===== config.mk =====
export PLATFORM = sky130hd
export DESIGN_NAME = flash_sector_guard
export DESIGN_NICKNAME = d
export VERILOG_FILES = /design/src/rtl/fsg_pkg.sv /design/src/rtl/fsg_sector_map.sv /design/src/rtl/fsg_lock_fsm.sv /design/src/rtl/fsg_id_rom.sv /design/src/rtl/flash_sector_guard.sv
export SDC_FILE = /design/constraint.sdc
export NUM_CORES = 1
export LEC_CHECK = 0
export BUFFER_PORTS_ARGS = -buffer_cell sky130_fd_sc_hd__buf_2
export CAP_MARGIN = 20
export CORE_MARGIN = 8
export CORE_UTILIZATION = 46
export DETAILED_ROUTE_END_ITERATION = 7
export GPL_ROUTABILITY_DRIVEN = 1
export PLACE_DENSITY_LB_ADDON = 0.1
export SLEW_MARGIN = 10
export SYNTH_ARGS = -nofsm -noshare
export SYNTH_HDL_FRONTEND = slang
export SYNTH_SLANG_ARGS = --single-unit

===== constraint.sdc =====
create_clock -name clk -period 2.05 [get_ports clk]
set_input_delay 0.3075 -clock clk [delete_from_list [all_inputs] [get_ports clk]]
set_output_delay 0.3075 -clock clk [all_outputs]
set_load 0.02 [all_outputs]

===== src/rtl/fsg_pkg.sv =====
package fsg_pkg;

    typedef enum logic [1:0] {
        REQ_PROG       = 2'd0,
        REQ_SECT_ERASE = 2'd1,
        REQ_CHIP_ERASE = 2'd2,
        REQ_NONE       = 2'd3
    } req_kind_t;

    typedef enum logic {
        LK_OPEN   = 1'b0,
        LK_SEALED = 1'b1
    } lock_state_t;

    typedef enum logic [1:0] {
        RQ_IDLE   = 2'd0,
        RQ_GRANT  = 2'd1,
        RQ_REFUSE = 2'd2
    } rq_state_t;

    localparam logic [7:0] ID_MAKER = 8'h1F;
    localparam logic [7:0] ID_PART  = 8'h13;
    localparam logic [7:0] ID_EXTRA = 8'h0F;

endpackage


===== src/rtl/fsg_sector_map.sv =====
module fsg_sector_map #(
    parameter int ADDR_W   = 19,
    parameter int NUM_SECT = 3 + (1 << (ADDR_W - 16)),
    parameter int IDX_W    = $clog2(NUM_SECT)
) (
    input  logic [ADDR_W-1:13]  addr_hi,
    output logic [IDX_W-1:0]    sector,
    output logic [NUM_SECT-1:0] onehot
);
    localparam int UP_W = ADDR_W - 16;

    logic [UP_W-1:0] upper;

    always_comb begin
        upper = addr_hi[ADDR_W-1:16];
        if (upper != '0) begin
            sector = IDX_W'(3) + IDX_W'(upper);
        end else if (addr_hi[15]) begin
            sector = IDX_W'(3);
        end else if (addr_hi[14]) begin
            sector = addr_hi[13] ? IDX_W'(2) : IDX_W'(1);
        end else begin
            sector = '0;
        end
    end

    for (genvar g = 0; g < NUM_SECT; g++) begin : g_dec
        assign onehot[g] = (sector == IDX_W'(g));
    end

endmodule


===== src/rtl/fsg_lock_fsm.sv =====
module fsg_lock_fsm
    import fsg_pkg::*;
(
    input  logic clk,
    input  logic por_n,
    input  logic seal_cmd,
    output logic sealed
);
    lock_state_t state, state_nxt;

    always_comb begin
        state_nxt = state;
        unique case (state)
            LK_OPEN:   if (seal_cmd) state_nxt = LK_SEALED;
            LK_SEALED: state_nxt = LK_SEALED;
        endcase
    end

    always_ff @(posedge clk or negedge por_n) begin
        if (!por_n) state <= LK_OPEN;
        else        state <= state_nxt;
    end

    always_comb begin
        sealed = (state == LK_SEALED);
    end

    AST_SEAL_STICKY: assert property (@(posedge clk) disable iff (!por_n)
        sealed |=> sealed);

    AST_SEAL_SETS: assert property (@(posedge clk) disable iff (!por_n)
        seal_cmd |=> sealed);

endmodule


===== src/rtl/fsg_id_rom.sv =====
module fsg_id_rom
    import fsg_pkg::*;
#(
    parameter int ADDR_W = 19
) (
    input  logic              id_mode,
    input  logic [ADDR_W-1:0] addr,
    input  logic              sealed,
    output logic [7:0]        id_data
);
    always_comb begin
        id_data = 8'h00;
        if (id_mode) begin
            unique case (addr)
                ADDR_W'(0): id_data = ID_MAKER;
                ADDR_W'(1): id_data = ID_PART;
                ADDR_W'(2): id_data = {7'b0, sealed};
                ADDR_W'(3): id_data = ID_EXTRA;
                default:    id_data = 8'h00;
            endcase
        end
    end

endmodule


===== src/rtl/flash_sector_guard.sv =====
module flash_sector_guard
    import fsg_pkg::*;
#(
    parameter int ADDR_W = 19,
    localparam int NUM_SECT = 3 + (1 << (ADDR_W - 16)),
    localparam int IDX_W    = $clog2(NUM_SECT)
) (
    input  logic                clk,
    input  logic                rst_n,
    input  logic                por_n,
    input  logic                req_valid,
    input  logic [1:0]          req_kind,
    input  logic [ADDR_W-1:0]   addr,
    input  logic                seal,
    input  logic                id_mode,
    output logic [IDX_W-1:0]    sector,
    output logic                grant,
    output logic                reject,
    output logic [NUM_SECT-1:0] erase_mask,
    output logic [7:0]          id_data
);
    localparam logic [NUM_SECT-1:0] ALL_SECT  = '1;
    localparam logic [NUM_SECT-1:0] BOOT_BIT  = NUM_SECT'(1);

    logic                fsm_rst_n;
    logic                sealed;
    logic [IDX_W-1:0]    sect_now;
    logic [NUM_SECT-1:0] sect_onehot;
    req_kind_t           kind;
    logic                hit;
    logic                boot_blocked;
    logic [NUM_SECT-1:0] mask_d;

    rq_state_t           state, state_nxt;
    logic [IDX_W-1:0]    sector_q;
    logic [NUM_SECT-1:0] mask_q;

    assign fsm_rst_n = rst_n & por_n;

    fsg_sector_map #(.ADDR_W(ADDR_W), .NUM_SECT(NUM_SECT), .IDX_W(IDX_W)) u_map (
        .addr_hi (addr[ADDR_W-1:13]),
        .sector  (sect_now),
        .onehot  (sect_onehot)
    );

    fsg_lock_fsm u_lock (
        .clk      (clk),
        .por_n    (por_n),
        .seal_cmd (seal),
        .sealed   (sealed)
    );

    fsg_id_rom #(.ADDR_W(ADDR_W)) u_id (
        .id_mode (id_mode),
        .addr    (addr),
        .sealed  (sealed),
        .id_data (id_data)
    );

    // Decision for the request presented this cycle
    always_comb begin
        kind         = req_kind_t'(req_kind);
        hit          = req_valid && (kind != REQ_NONE);
        boot_blocked = sealed && (sect_now == '0) && (kind != REQ_CHIP_ERASE);
        mask_d       = '0;
        unique case (kind)
            REQ_SECT_ERASE: mask_d = sect_onehot;
            REQ_CHIP_ERASE: mask_d = sealed ? (ALL_SECT & ~BOOT_BIT) : ALL_SECT;
            default:        mask_d = '0;
        endcase
        if (boot_blocked) mask_d = '0;
    end

    // Next-state logic
    always_comb begin
        state_nxt = RQ_IDLE;
        unique case (state)
            RQ_IDLE, RQ_GRANT, RQ_REFUSE: begin
                if (hit) state_nxt = boot_blocked ? RQ_REFUSE : RQ_GRANT;
                else     state_nxt = RQ_IDLE;
            end
            default: state_nxt = RQ_IDLE;
        endcase
    end

    // State and captured request
    always_ff @(posedge clk or negedge fsm_rst_n) begin
        if (!fsm_rst_n) begin
            state    <= RQ_IDLE;
            sector_q <= '0;
            mask_q   <= '0;
        end else begin
            state  <= state_nxt;
            mask_q <= (hit && !boot_blocked) ? mask_d : '0;
            if (hit) sector_q <= sect_now;
        end
    end

    // Outputs
    always_comb begin
        grant      = 1'b0;
        reject     = 1'b0;
        erase_mask = '0;
        sector     = sector_q;
        unique case (state)
            RQ_IDLE:   ;
            RQ_GRANT:  begin grant = 1'b1; erase_mask = mask_q; end
            RQ_REFUSE: reject = 1'b1;
            default:   ;
        endcase
    end

    AST_ONE_OUTCOME: assert property (@(posedge clk) disable iff (!fsm_rst_n)
        !(grant && reject));

    AST_MAP_RANGE: assert property (@(posedge clk) disable iff (!fsm_rst_n)
        (sect_now < IDX_W'(NUM_SECT)) && $onehot(sect_onehot));

    AST_BOOT_REFUSED: assert property (@(posedge clk) disable iff (!fsm_rst_n)
        (req_valid && sealed && sect_now == '0 &&
         (kind == REQ_PROG || kind == REQ_SECT_ERASE)) |=> (reject && erase_mask == '0));

    AST_CHIP_SKIPS_BOOT: assert property (@(posedge clk) disable iff (!fsm_rst_n)
        (req_valid && kind == REQ_CHIP_ERASE && sealed) |=> (grant && !erase_mask[0]));

    AST_SECT_ONE_BIT: assert property (@(posedge clk) disable iff (!fsm_rst_n)
        (req_valid && kind == REQ_SECT_ERASE && !(sealed && sect_now == '0))
        |=> (grant && $countones(erase_mask) == 1));

    AST_NONE_IGNORED: assert property (@(posedge clk) disable iff (!fsm_rst_n)
        (req_valid && kind == REQ_NONE) |=> (!grant && !reject && $stable(sector)));

    AST_PULSE_SINGLE: assert property (@(posedge clk) disable iff (!fsm_rst_n)
        (reject && !$past(req_valid)) |=> !reject);

endmodule


==> results of run 1 <==
cell usage after synthesis (2+ instances only):
cell type  instances  area, um^2
a211oi_1           3       22.52
a21o_1             2       15.01
a21oi_1           11       55.05
a31oi_1            2       12.51
and2_1            12       75.07
buf_4              4       30.03
clkbuf_1           2       7.510
dfrtp_1           18       450.4
ha_1               5       62.56
inv_1              9       33.78
nand2_1            5       18.77
nor2_1             5       18.77
nor2_2             9       56.30
nor2b_1            3       18.77
nor3_1             5       25.02
nor4b_1            2       17.52
o21ai_0            3       15.01
o32ai_1            2       17.52
worst max path at each step:
stage / start / end / slack, ns / depth (start not counted)
2_1_floorplan: addr[16] / id_data[3] / 0.04 / 6
3_3_place_gp: addr[16] / mask_q[8]$_DFF_PN0_ / -0.002 / 7
3_5_place_dp: addr[16] / mask_q[9]$_DFF_PN0_ / -0.04 / 7
4_1_cts: addr[16] / id_data[0] / 0.02 / 7
5_1_grt: addr[8] / id_data[0] / 0.01 / 6
6_report: addr[16] / id_data[0] / 0.13 / 7
layer usage:
metal / routed length (um) / part of all wire / vias up / track usage
li1: - / - / 532 / -
met1: 1110 / 0.43 / 495 / 0.1327
met2: 1264 / 0.49 / 38 / 0.2132
met3: 178 / 0.068 / 4 / 0.02542
met4: 47 / 0.018 / 0 / 0.04800
met5: 0 / 0 / - / 0
final cells by class:
| cell class | count | area (um^2) |
|---|---|---|
| Clock buffer | 4 | 36.28 |
| Timing Repair Buffer | 55 | 295.3 |
| Multi-Input combinational cell | 92 | 614.3 |
| Inverter | 9 | 33.78 |
| Tap cell | 30 | 37.54 |
| Sequential cell | 18 | 450.4 |
| Fill cell | 229 | 942.2 |
worst max-delay path: stages:
cell and delay [ns]:
buf_2 0.10, inv_1 0.10, ha_1 0.19, nor4b_2 0.31, nand4_1 0.23, a31oi_1 0.18, buf_2 0.19
timing repair:
item,4_1_cts,5_1_grt
setup endpoints to repair,0,5
gates resized for setup,0,1
hold buffers,1,0
endpoints found under the hold margin,1,0
report_power, final:
| group | leakage (nW) | internal [mW] | total [mW] | switching (mW) |
|---|---|---|---|---|
| sequential | 0.237 | 0.373 | 0.380 | 0.00665 |
| combinational | 0.513 | 0.0785 | 0.193 | 0.115 |
| clock | 0.0210 | 0.108 | 0.218 | 0.110 |
cell families (layout without fill, tap and decap cells):
logic type,count (synthesis),count (layout),synth area share
simple gates,54,54,0.2923
fa+ha+maj,5,5,0.05453
compound gates,28,28,0.1559
flops,18,18,0.3926
mux,1,1,0.009814
other cells,1,3,0.003268
xor+xnor,1,1,0.007635
buf+inv,17,68,0.08397
cell usage in the layout, fill, tap and decap left out, drive strengths merged, types with 2 or more instances in the layout:
master | synthesis | routed
dfrtp | 18 | 18
ha | 5 | 5
conb | 1 | 3
buf | 5 | 54
nand2 | 5 | 5
inv | 9 | 9
o21ai | 3 | 3
o32ai | 2 | 2
a211oi | 3 | 3
a21o | 2 | 2
nor2b | 3 | 3
nor3 | 5 | 5
clkbuf | 3 | 4
a21oi | 11 | 11
nor2 | 15 | 15
and2 | 13 | 13
a31oi | 2 | 2
nor4b | 2 | 2
sequential cells by signal, indices dropped and copies added (netlist names):
signal and flops:
u_lock.sealed 1, sector 4, state 2, mask_q 11
==> qor.yml, run 1 <==
status: "finished clean"
syn_area_um2: 1147
skew_ns: 0.006503
fmax_mhz: 521.3
detail_route.wl_per_cell_um: 12.50
path_class: "in -> out"
relSlewSlack: 0.5074
grt_pass1_vias: 1067
firstDrtPassIters: 4
cts_max_level: 1
cts_root_buf: "clkbuf_4"
io_pins: 52
dpl.hpwl_um: 2202
synthArstFlopShare: 1.000
post_dp_cell_area_um2: 1415
yosys_warnings: 0
antenna_found_initial: 0
power_density_nw_per_um2: 538.9
cts_tree: "yes"
numCtsBuffers: 3
grt_usage: 0.1189
power_mw: 0.7910
ys_seq_elements: 18
postSynthCellCount: 125
worst-endpoint-arrival_ns: 1.61
critPathRequiredTime_ns: 1.74
dp_slack_ns: -0.04368
layout-drive-gt1-share: 0.4270
core-area_um2: 2410
synth_ff_type: "dfrtp_1"
cts.path.max_buffers: 2
initial_core_util: 0.4761
dieWidth_um: 65.94
area_growth_pct: 27.92
timing.hold.ws_ns: 0.1650
numPortBuffers: 48
dr.first_iter.drc_count: 15
gp_congestion: 0.7681
tns_ns: 0
hp-class: "in -> async"
synth_cell_types: 41
finalCritPeriodShare: 0.9358
ir_drop_uv: 291.1
cts.sinks: 18
rsz0062_at_grt: "no"
timing.max_cap.violations: 0
grt_first_pass_wirelength_um: 4271
gr-total-overflow: 0
finalInstanceArea_um2: 1468
dieArea_um2: 4348
postCtsSetupRepairBufs: 0
clkTransAtPathRegs_ns: 0.11
final_cells: 208
nets: 211
rrSetupSlack_ns: 0.52
reg2reg_depth: 4
rows: 18
wl_um: 2600
grt_max_degree: 18
fin_crit_ns: 1.918
post-route-drc-count: 0
die_height_um: 65.94
final_util: 0.6090
startpoint_type: "input port"
hold_viol_final: 0
insertion_delay_ns: 0.29
yosysSeqAreaShare: 0.3926
dp.cells: 203
reg2reg_from: "u_lock.sealed$_DFF_PN0_"
diodes: 0
tightest_slew_ns: 0.7389
endpoint_kind: "output port"
setup_violations: 0
via_count: 1069
p_leak_nw: 0.7707
rr_endpoint: "mask_q[8]$_DFF_PN0_"
setup_ws_ns: 0.1316
critPathMaxFanout: 4
report.final.slew_viol_count: 0
drt.antenna.violating_nets: 0
syn_avg_cell_area_um2: 9.179
synth-edff-count: 0
viasPerCell: 5.139
Note: power is estimated with default switching activity, not from simulation.
==> inputs of run 2 (changes only) <==
--- a/config.mk
+++ b/config.mk
@@ -5,10 +5,11 @@
 export SDC_FILE = /design/constraint.sdc
 export NUM_CORES = 1
 export LEC_CHECK = 0
+export ABC_AREA = 1
 export BUFFER_PORTS_ARGS = -buffer_cell sky130_fd_sc_hd__buf_2
 export CAP_MARGIN = 20
 export CORE_MARGIN = 8
-export CORE_UTILIZATION = 46
+export CORE_UTILIZATION = 47
 export DETAILED_ROUTE_END_ITERATION = 7
 export GPL_ROUTABILITY_DRIVEN = 1
 export PLACE_DENSITY_LB_ADDON = 0.1
==> run 2 against run 1 <==
Effect of this change: count of clock-buffer cells in the layout unchanged; worst hold slack lost 0.061 ns; maximum frequency rose by 0.18%; cell area increased by 2.7%; total power shrank 0.17%; die area grew 3.7%; first-iteration DRC count rose by 93%; sequential cell count unchanged; final cell count increased by 27%.
==> qor.yml, run 2 <==
fin_crit_ns: 1.915
fmax_mhz: 522.2
final_common_cell: "nor2_1"
core-area_um2: 2477
yosys_warnings: 0
yosysSeqAreaShare: 0.3662
rows: 18
synth-edff-count: 0
layout-drive-gt1-share: 0.2650
critPathMaxStageDelay_ns: 0.19
insertion_delay_ns: 0.29
tns_ns: 0
numPortBuffers: 48
endpoint_kind: "output port"
dieArea_um2: 4510
gr-total-overflow: 0
final_util: 0.6086
gp_congestion: 0.8089
antenna_found_initial: 0
synth_ff_type: "dfrtp_1"
netlist_top_cells_area: "dfrtp_1 37%, nor2_1 17%, inv_1 12%, nand2_1 9.5%, ha_1 5.1%"
tightest_slew_ns: 0.6318
yosysMostFrequentCell: "nor2_1"
cts_tree: "yes"
die_height_um: 67.16
detail_route.wl_per_cell_um: 10.31
report.final.slew_viol_count: 0
io_pins: 52
cts.path.max_buffers: 2
clkTransAtPathRegs_ns: 0.10
critPathRequiredTime_ns: 1.74
syn_area_um2: 1230
skew_ns: 0.002257
synthArstFlopShare: 1.000
grt_usage: 0.1264
path_class: "in -> out"
yosysTopAreaCell: "dfrtp_1"
finalCritPeriodShare: 0.9341
drt.antenna.violating_nets: 0
worst-endpoint-arrival_ns: 1.61
syn_avg_cell_area_um2: 6.613
critPathSlowestCell: "ha_1"
status: "finished clean"
relSlewSlack: 0.5783
synth_top_area_frac: 0.3662
grt_pass1_vias: 1162
layout_common_cells: "56 x nor2_1, 48 x buf_2, 38 x inv_1"
ir_drop_uv: 456.2
dieWidth_um: 67.16
ys_seq_elements: 18
setup_violations: 0
hold_viol_final: 0
p_leak_nw: 0.8938
viasPerCell: 4.496
largest-register: "mask_q"
rsz0062_at_grt: "no"
post-route-drc-count: 0
hp-class: "in -> async"
wl_um: 2722
startpoint_type: "input port"
postCtsSetupRepairBufs: 0
crit_family: "simple AND/OR/NAND/NOR gates"
grt_first_pass_wirelength_um: 4602
critPathMaxFanout: 4
largest_reg_flops: 11
diodes: 0
worstPathCellList: "buf_2, inv_1, ha_1, inv_1, nor2_1, nand2_1, nor2_2, nand3_1, nand2_1, nand2_1, inv_1, buf_2"
dpl.hpwl_um: 2283
cts_max_level: 1
synth_cell_types: 23
ys_top_cells_by_count: "57 x nor2_1, 38 x inv_1, 31 x nand2_1"
grt_max_degree: 18
numCtsBuffers: 3
cts_root_buf: "clkbuf_4"
nets: 267
postSynthCellCount: 186
initial_core_util: 0.4965
power_density_nw_per_um2: 523.7
dr.first_iter.drc_count: 29
firstDrtPassIters: 4
cts.sinks: 18
via_count: 1187
area_growth_pct: 22.58
cp_num_buf_inv: 5
timing.max_cap.violations: 0
## run 2: cell types whose count changed after synthesis, moves of 3 or more
cell and delta:
a21oi_1 -6, nor3_1 -4, nor2_2 -8, nor2b_1 -3
inv_1 +29, a211oi_1 -3, nand3_1 +4, nor2_1 +52
and2_1 -11, nand2_1 +26, nand2_2 +3
## run 2: final cells by class
| class | instances | area (um^2) |
|---|---|---|
| Sequential cell | 18 | 450.4 |
| Fill cell | 238 | 969.7 |
| Tap cell | 30 | 37.54 |
| Multi-Input combinational cell | 125 | 590.6 |
| Clock buffer | 4 | 36.28 |
| Timing Repair Buffer | 49 | 250.2 |
| Inverter | 38 | 142.6 |
## run 2: logic make-up after synthesis
| kind of cell | Yosys count | synth area share |
|---|---|---|
| buffers and inverters | 45 | 0.1617 |
| other | 1 | 0.003049 |
| adder cells (fa/ha/maj) | 5 | 0.05086 |
| flip-flops | 18 | 0.3662 |
| AO/OA/AOI/OAI | 10 | 0.04171 |
| AND/OR/NAND/NOR | 107 | 0.3764 |
## run 2: per-stage QoR
step / hold WS (ns) / worst slack (ns) / total power, mW / area [um^2] / cells
CTS: 0.1267 / 0.04297 / 0.7965 / 1505 / 264
finish: 0.1040 / 0.1351 / 0.7897 / 1508 / 264
global route: 0.1605 / 0.01744 / 0.8400 / 1508 / 264
floorplan: 0.01191 / 0.04841 / 0.5271 / 1237 / 188
detailed placement: 0.08941 / 0.04447 / 0.5831 / 1459 / 259
global placement: 0.08852 / 0.1222 / 0.5774 / 1459 / 259
## run 2: repair_timing
item                                   in CTS  in global routing
endpoints found under the hold margin       1                  0
setup endpoints to repair                   0                  2
hold buffers                                1                  0
resized for setup                           0                  1
## run 2: metal layers
layer / part of all wire / GRT usage
met3: 0.070 / 0.02649
met4: 0.019 / 0.05483
met5: 0 / 0
met2: 0.47 / 0.2115
met1: 0.44 / 0.1533
## run 2: tightest hold or removal path, delay by kind of cell
kind | cells | cell delay [ns]
AND/OR/NAND/NOR | 1 | 0.04
buffers and inverters | 2 | 0.53
## run 2: worst paths after layout
| path | start | end | slack [ns] | cells after the start |
|---|---|---|---|---|
| worst min register to register | sector[1]$_DFFE_PN0P_ | sector[1]$_DFFE_PN0P_ | 0.50 | 2 |
| min in group clk | seal | u_lock.sealed$_DFF_PN0_ | 0.20 | 2 |
| worst max register to register | u_lock.sealed$_DFF_PN0_ | mask_q[7]$_DFF_PN0_ | 0.90 | 5 |
| worst min-delay path | rst_n | mask_q[4]$_DFF_PN0_ | 0.10 | 3 |
| worst max-delay path | addr[16] | id_data[3] | 0.14 | 12 |
| max in group asynchronous | por_n | sector[0]$_DFFE_PN0P_ | 0.99 | 4 |
## run 2: report_power, final
part | switching [mW] | total, mW | leakage (nW) | internal [mW]
clock | 0.105 | 0.214 | 0.0210 | 0.108
combinational | 0.127 | 0.195 | 0.636 | 0.0678
sequential | 0.00802 | 0.381 | 0.236 | 0.373
total | 0.240 | 0.790 | 0.894 | 0.549
